File: src/rtl/spi_port_pkg.sv
`timescale 1ns/1ps
package spi_port_pkg;
    typedef struct packed {
        logic       irq_en;
        logic       sys_en;
        logic       od_en;
        logic       master;
        logic       cpol;
        logic       cpha;
        logic [1:0] rate;
    } ctrl_t;

    localparam logic [1:0] A_CTRL = 2'd0;
    localparam logic [1:0] A_STAT = 2'd1;
    localparam logic [1:0] A_DATA = 2'd2;
    localparam logic [7:0] CTRL_RST = 8'h04;
endpackage

File: src/rtl/spi_sync.sv
`timescale 1ns/1ps
module spi_sync #(
    parameter int           W    = 3,
    parameter logic [W-1:0] INIT = '0
) (
    input  logic         clk,
    input  logic         rst_n,
    input  logic [W-1:0] d,
    output logic [W-1:0] q
);
    logic [W-1:0] s1_q, s2_q;

    always_ff @(posedge clk or negedge rst_n) begin
        if (!rst_n) begin
            s1_q <= INIT;
            s2_q <= INIT;
        end else begin
            s1_q <= d;
            s2_q <= s1_q;
        end
    end

    assign q = s2_q;
endmodule

File: src/rtl/spi_rate_div.sv
`timescale 1ns/1ps
module spi_rate_div #(
    parameter int CNT_W = 5
) (
    input  logic       clk,
    input  logic       rst_n,
    input  logic       run,
    input  logic [1:0] rate,
    output logic       tick
);
    logic [CNT_W-1:0] cnt_d, cnt_q, lim;

    // half period minus one, in system clocks
    always_comb begin
        case (rate)
            2'b00:   lim = CNT_W'(0);
            2'b01:   lim = CNT_W'(1);
            2'b10:   lim = CNT_W'(7);
            default: lim = CNT_W'(15);
        endcase
    end

    always_comb begin
        cnt_d = cnt_q;
        tick  = 1'b0;
        if (!run) begin
            cnt_d = '0;
        end else if (cnt_q == lim) begin
            cnt_d = '0;
            tick  = 1'b1;
        end else begin
            cnt_d = cnt_q + 1'b1;
        end
    end

    always_ff @(posedge clk or negedge rst_n) begin
        if (!rst_n) cnt_q <= '0;
        else        cnt_q <= cnt_d;
    end


    rate_gap_chk: assert property (@(posedge clk) disable iff (!rst_n)
        (tick && rate != 2'b00) |=> (!tick || rate == 2'b00));
endmodule

File: src/rtl/spi_engine.sv
`timescale 1ns/1ps
module spi_engine #(
    parameter int DW = 8
) (
    input  logic          clk,
    input  logic          rst_n,
    input  logic          sys_en,
    input  logic          master,
    input  logic          cpol,
    input  logic          cpha,
    input  logic          load,
    input  logic [DW-1:0] wdata,
    input  logic          tick,
    input  logic          s_sck,
    input  logic          s_ss_n,
    input  logic          s_mosi,
    input  logic          m_miso,
    output logic          busy_o,
    output logic          done_o,
    output logic [DW-1:0] rx_o,
    output logic          obit_o,
    output logic          sck_lvl_o
);
    localparam int BW = $clog2(DW);
    localparam logic [BW:0]   HALF_LAST = (BW+1)'(2*DW-1);
    localparam logic [BW-1:0] BIT_LAST  = BW'(DW-1);

    typedef struct packed {
        logic [DW-1:0] sreg;
        logic [DW-1:0] rx;
        logic [BW-1:0] cnt;
        logic [BW:0]   half;
        logic          sck_lvl;
        logic          busy;
        logic          obit;
        logic          k_prev;
        logic          ss_prev;
        logic          done;
    } st_t;

    st_t d, q;
    logic k, lead, trail, smp, chg, din;

    assign k = s_sck ^ cpol;

    always_comb begin
        d         = q;
        d.done    = 1'b0;
        d.k_prev  = k;
        d.ss_prev = s_ss_n;
        lead      = 1'b0;
        trail     = 1'b0;
        if (master) begin
            if (q.busy && tick) begin
                lead  = !q.sck_lvl;
                trail = q.sck_lvl;
            end
        end else begin
            lead  = !s_ss_n && k && !q.k_prev;
            trail = !s_ss_n && !k && q.k_prev;
        end
        din = master ? m_miso : s_mosi;
        smp = cpha ? trail : lead;
        chg = cpha ? lead : trail;

        if (load) begin
            d.sreg = wdata;
            d.obit = wdata[DW-1];
            if (master && sys_en) begin
                d.busy    = 1'b1;
                d.half    = '0;
                d.cnt     = '0;
                d.sck_lvl = 1'b0;
            end
        end

        if (!sys_en) begin
            d.busy    = 1'b0;
            d.cnt     = '0;
            d.half    = '0;
            d.sck_lvl = 1'b0;
        end else begin
            if (master && q.busy && tick) begin
                d.sck_lvl = !q.sck_lvl;
                d.half    = q.half + 1'b1;
                if (q.half == HALF_LAST) begin
                    d.busy    = 1'b0;
                    d.sck_lvl = 1'b0;
                end
            end
            if (!master && !cpha) begin
                if (!s_ss_n && q.ss_prev && !load) d.obit = q.sreg[DW-1];
                if (s_ss_n && !q.ss_prev)          d.cnt  = '0;
            end
            if (chg) d.obit = q.sreg[DW-1];
            if (smp) begin
                d.sreg = {q.sreg[DW-2:0], din};
                if (q.cnt == BIT_LAST) begin
                    d.cnt  = '0;
                    d.done = 1'b1;
                    d.rx   = {q.sreg[DW-2:0], din};
                end else begin
                    d.cnt = q.cnt + 1'b1;
                end
            end
        end
    end

    always_ff @(posedge clk or negedge rst_n) begin
        if (!rst_n) begin
            q         <= '0;
            q.k_prev  <= 1'b0;
            q.ss_prev <= 1'b1;
        end else begin
            q <= d;
        end
    end

    assign busy_o    = q.busy || (q.cnt != '0);
    assign done_o    = q.done;
    assign rx_o      = q.rx;
    assign obit_o    = q.obit;
    assign sck_lvl_o = q.sck_lvl;


    off_idle_chk: assert property (@(posedge clk) disable iff (!rst_n)
        !sys_en |=> !busy_o);

    sck_rest_chk: assert property (@(posedge clk) disable iff (!rst_n)
        (master && !q.busy) |-> !q.sck_lvl);

    abort_clear_chk: assert property (@(posedge clk) disable iff (!rst_n)
        (sys_en && !master && !cpha && s_ss_n && !q.ss_prev) |=> (q.cnt == '0));
endmodule

File: src/rtl/spi_port.sv
`timescale 1ns/1ps
module spi_port
    import spi_port_pkg::*;
#(
    parameter int DW    = 8,
    parameter int DIV_W = 5
) (
    input  logic          clk,
    input  logic          rst_n,
    input  logic [1:0]    addr_i,
    input  logic          rd_i,
    input  logic          wr_i,
    input  logic [DW-1:0] wdata_i,
    output logic [DW-1:0] rdata_o,
    output logic          irq_o,
    input  logic          sck_i,
    output logic          sck_o,
    output logic          sck_oe_o,
    input  logic          ss_n_i,
    input  logic          mosi_i,
    output logic          mosi_o,
    output logic          mosi_oe_o,
    input  logic          miso_i,
    output logic          miso_o,
    output logic          miso_oe_o
);
    typedef struct packed {
        ctrl_t ctrl;
        logic  done;
        logic  wcol;
        logic  armed;
    } regs_t;

    regs_t d, q;
    logic [2:0]    s_pins;
    logic          eng_busy, eng_done, obit, sck_lvl, tick, load;
    logic          wr_data, rd_data, m_en, sck_val;
    logic [DW-1:0] rx;

    spi_sync #(.W(3), .INIT(3'b010)) u_sync (
        .clk (clk),
        .rst_n (rst_n),
        .d   ({sck_i, ss_n_i, mosi_i}),
        .q   (s_pins)
    );

    spi_rate_div #(.CNT_W(DIV_W)) u_div (
        .clk  (clk),
        .rst_n (rst_n),
        .run  (m_en && eng_busy),
        .rate (q.ctrl.rate),
        .tick (tick)
    );

    spi_engine #(.DW(DW)) u_eng (
        .clk       (clk),
        .rst_n     (rst_n),
        .sys_en    (q.ctrl.sys_en),
        .master    (q.ctrl.master),
        .cpol      (q.ctrl.cpol),
        .cpha      (q.ctrl.cpha),
        .load      (load),
        .wdata     (wdata_i),
        .tick      (tick),
        .s_sck     (s_pins[2]),
        .s_ss_n    (s_pins[1]),
        .s_mosi    (s_pins[0]),
        .m_miso    (miso_i),
        .busy_o    (eng_busy),
        .done_o    (eng_done),
        .rx_o      (rx),
        .obit_o    (obit),
        .sck_lvl_o (sck_lvl)
    );

    assign wr_data = wr_i && (addr_i == A_DATA);
    assign rd_data = rd_i && (addr_i == A_DATA);
    assign load    = wr_data && !eng_busy;

    always_comb begin
        d = q;
        if (wr_i && addr_i == A_CTRL) d.ctrl = ctrl_t'(wdata_i[7:0]);
        if (rd_i && addr_i == A_STAT && (q.done || q.wcol)) d.armed = 1'b1;
        if (q.armed && (rd_data || wr_data)) begin
            d.done  = 1'b0;
            d.wcol  = 1'b0;
            d.armed = 1'b0;
        end
        if (wr_data && eng_busy) d.wcol = 1'b1;
        if (eng_done)            d.done = 1'b1;
    end

    always_ff @(posedge clk or negedge rst_n) begin
        if (!rst_n) begin
            q      <= '0;
            q.ctrl <= ctrl_t'(CTRL_RST);
        end else begin
            q <= d;
        end
    end

    always_comb begin
        case (addr_i)
            A_CTRL:  rdata_o = DW'(q.ctrl);
            A_STAT:  rdata_o = DW'({q.done, q.wcol, 6'b0});
            A_DATA:  rdata_o = rx;
            default: rdata_o = '0;
        endcase
    end

    assign irq_o   = q.ctrl.irq_en && q.done;
    assign m_en    = q.ctrl.sys_en && q.ctrl.master;
    assign sck_val = sck_lvl ^ q.ctrl.cpol;

    assign sck_o     = sck_val;
    assign mosi_o    = obit;
    assign miso_o    = obit;
    assign sck_oe_o  = m_en && !(q.ctrl.od_en && sck_val);
    assign mosi_oe_o = m_en && !(q.ctrl.od_en && obit);
    assign miso_oe_o = q.ctrl.sys_en && !q.ctrl.master && !ss_n_i
                       && !(q.ctrl.od_en && obit);


    done_src_chk: assert property (@(posedge clk) disable iff (!rst_n)
        $rose(q.done) |-> $past(eng_done));

    wcol_src_chk: assert property (@(posedge clk) disable iff (!rst_n)
        $rose(q.wcol) |-> $past(wr_i && addr_i == A_DATA && eng_busy));

    od_low_only_chk: assert property (@(posedge clk) disable iff (!rst_n)
        q.ctrl.od_en |-> !((sck_oe_o && sck_o) || (mosi_oe_o && mosi_o)
                           || (miso_oe_o && miso_o)));
endmodule

File: config.mk
export PLATFORM = sky130hd
export DESIGN_NAME = spi_port
export DESIGN_NICKNAME = d
export VERILOG_FILES = /design/src/rtl/spi_port_pkg.sv /design/src/rtl/spi_sync.sv /design/src/rtl/spi_rate_div.sv /design/src/rtl/spi_engine.sv /design/src/rtl/spi_port.sv
export SDC_FILE = /design/constraint.sdc
export NUM_CORES = 1
export LEC_CHECK = 0
export BUFFER_PORTS_ARGS = -buffer_cell sky130_fd_sc_hd__clkbuf_2
export CELL_PAD_IN_SITES_DETAIL_PLACEMENT = 1
export CELL_PAD_IN_SITES_GLOBAL_PLACEMENT = 2
export CORE_MARGIN = 10
export CORE_UTILIZATION = 36
export CTS_BUF_LIST = sky130_fd_sc_hd__clkbuf_4
export DETAILED_ROUTE_END_ITERATION = 10
export PLACE_DENSITY_LB_ADDON = 0.1
export SLEW_MARGIN = 25
export SYNTH_ARGS = -nofsm -noshare
export SYNTH_HDL_FRONTEND = slang
export SYNTH_HIERARCHICAL = 1
export SYNTH_SLANG_ARGS = --single-unit
export TNS_END_PERCENT = 50
File: constraint.sdc
create_clock -name clk -period 2.4 [get_ports clk]
set_clock_uncertainty 0.05 [all_clocks]
set_input_delay 0.12 -clock clk [delete_from_list [all_inputs] [get_ports clk]]
set_output_delay 0.12 -clock clk [all_outputs]
set_load 0.02 [all_outputs]
==> flow_summary.yaml <==
detailed_routing:
  vias: 1951
  vias_per_cell: 5.054
  dr.pass1.iters: 4
  wirelength_mm: 6.444
  dr.first_iter.drc_count: 38
  ant_nets: 0
  routedWlPerCell_um: 16.69
  drc_errors: 0
place:
  port_buffers: 32
  gp_congestion: 0.7364
  dpl.hpwl_mm: 4.979
layout:
  fillers: 821
  final_util_pct: 44.95
  multiInputGateArea_mm2: 0.001259
  area_delta_synth_final_pct: 22.26
  regArea_mm2: 0.001281
  nNetsFinal: 309
  drive_gt1_share_pct: 37.98
  n_antenna_cell: 0
clock_tree:
  cts.sinks: 51
  cts_buffer_depth: 2
  numCtsBuffers: 5
  clockRootBuffer: "clkbuf_4"
  worstSkewPairLatency_ps: 360
  htreeDepth: 2
  cts_tree: "yes"
  clk_pin_slew_ps: 150
floorplan:
  rows: 31
  dieArea_mm2: 0.01120
  die_h_um: 105.8
  initial_core_util_pct: 36.77
  die_x_um: 105.8
  ios: 33
  core_area_mm2: 0.007214
sta:
  rsz0062_at_grt: "no"
  period_minus_slack_ps: 2333
  finalCritPeriodShare_pct: 97.22
  tightestPinTransition_ps: 506.7
  hold_viol: 0
  slew_headroom_pct: 66.18
  setup_viol: 0
  holdWs_ps: 78.89
  fin_setup_tns_ps: 0
  drv_slew: 0
  max_freq_mhz: 428.6
setup_path:
  r2r_cells: 9
  rrSetupSlack_ps: 70
  cp-end-kind: "flop"
  r2r_end: "u_eng/q[23]"
  crit_path_start: "u_eng/q[11]"
  crit_end: "u_eng/q[23]"
  crit_fanout: 8
  r2r_start: "u_eng/q[11]"
  worstSetupStartpointType: "flop"
  path_class: "flop to flop"
  worst_ep_required_time_ps: 2610
  arrival_ps: 2550
yosys:
  yosysTopAreaCell: "dfrtp_1"
  yosysWarnings: 6
  yosysSeqAreaShare_pct: 48.30
  synth_commonest_cells: "dfrtp_1 (47), mux2_2 (30), nor2_1 (14)"
  synth.most_common_cell: "dfrtp_1"
  synth-main-ff-cell: "dfrtp_1"
  avgSynthCellArea_um2: 11.74
  async_flop_share_pct: 100.0
  synth_nets: 249
  synth_area_mm2: 0.002653
  synth_top_cells_by_area: "dfrtp_1 (44%), mux2_2 (13%), mux2i_1 (4.2%)"
  yosysTopAreaCellShare_pct: 44.34
  synth_cell_types: 50
  synth_cells: 226
  synth_edf_count: 0
  ys_seq_elements: 51
global_routing:
  grt_max_degree: 35
  grtUsageTotal_pct: 11.98
  grt-ovfl-total: 0
  antenna_found_initial: 0
  grt_pass1_vias: 2140
  grt_pass1_wl_mm: 11.02
status:
  status: "finished clean"
power_and_ir_drop:
  ir_drop_uv: 304.9
  power.total_w: 0.002124
  total_leakage_power_nw: 1.483
  p_per_area_mw_per_mm2: 654.8
worst_hold_path:
  hp-start: "miso_i"
  hp-class: "input port to flop"
job:
  maxCapViolCount: 0
==> layout by cell type, fill, tap and decap left out, types with 3 or more instances in the layout <==
master	synthesis	final
dfrtp_1	47	47
clkbuf_2	0	32
mux2_2	30	30
buf_4	10	19
nor2_1	14	13
dlygate4sd3_1	0	13
mux2i_1	11	11
nand2_1	11	11
o21ai_0	11	11
inv_1	9	9
a21oi_1	7	7
clkbuf_4	0	6
nand3_1	6	6
ha_1	5	5
dfstp_2	4	4
xnor2_1	4	4
a311oi_1	4	4
nand4_1	4	4
nor2b_1	3	3
nor4b_1	3	3
==> what timing repair did <==
item / CTS / global route
endpoints found under the hold margin: 29 / 0
buffers inserted: 1 / 0
setup endpoints to repair: 8 / 7
hold buffers: 13 / 0
gates resized for setup: 1 / 4
pin swaps: 1 / 0
cloned: 0 / 0
==> critical path, stage by stage, from the launching register on <==
cell and delay (ps):
dfrtp_1 410, inv_1 60, ha_1 120, or3b_2 450
and3_4 200, and4_4 160, and4_4 180, o21ai_4 140
buf_12 140, mux2_2 330
==> logic make-up after synthesis <==
group | count (synthesis) | synth area share, %
xor+xnor | 7 | 2.594
compound gates | 42 | 11.70
simple gates | 55 | 12.31
mux | 43 | 17.97
flops | 51 | 48.30
fa+ha+maj | 5 | 2.358
buf+inv | 23 | 4.764
==> how the worst min path moves through the flow <==
| stage | slack [ps] | endpoint | depth (start not counted) |
|---|---|---|---|
| after floorplan | -230 | q[0] | 0 |
| after global placement | 60 | u_eng/q[8] | 1 |
| after detailed placement | 60 | u_eng/q[8] | 1 |
| after CTS | 50 | u_eng/q[21] | 3 |
| after global routing | 50 | u_eng/q[21] | 3 |
| final | 80 | u_eng/q[21] | 3 |
==> sequential cells by signal, summed over array words and instances (netlist names) <==
register and count:
u_eng/done_o 1, u_eng/q 18, u_eng/sck_lvl_o 1, u_eng/obit_o 1
q 11, u_eng/rx_o 8, u_div/cnt_q 5, u_sync/s1_q 3
u_sync/q 3
==> layout make-up <==
type                    instances  area share, %
well taps                      99          3.819
inverters                       9          1.042
multi-input cells             152          38.81
repair buffers                 67          14.93
clock inverters                 2         0.5015
flip-flops and latches         51          39.51
clock buffers                   6          1.389
==> layer usage <==
metal / wire, um / track usage (%) / up-vias / share of wire (%)
li1: - / - / 940 / -
met4: 30 / 2.321 / 0 / 0.47
met1: 2992 / 15.22 / 980 / 46
met5: 0 / 0 / - / 0
met2: 3203 / 20.14 / 29 / 50
met3: 218 / 3.045 / 2 / 3.4
==> report_power, final <==
part / switching [W] / internal (W)
clock: 0.000276 / 0.000131
sequential: 0.000132 / 0.000990
combinational: 0.000293 / 0.000301
==> per-stage QoR <==
| stage | area, um^2 | setup slack [ps] | std cells |
|---|---|---|---|
| 6_report | 3243 | 66.79 | 386 |
| 3_3_place_gp | 3014 | -17.60 | 364 |
| 2_1_floorplan | 2653 | 1.726 | 226 |
| 4_1_cts | 3227 | 3.121 | 386 |
| 3_5_place_dp | 3014 | -62.96 | 364 |
| 5_1_grt | 3243 | 9.854 | 386 |
No activity file was read; power rests on OpenSTA's default activity.
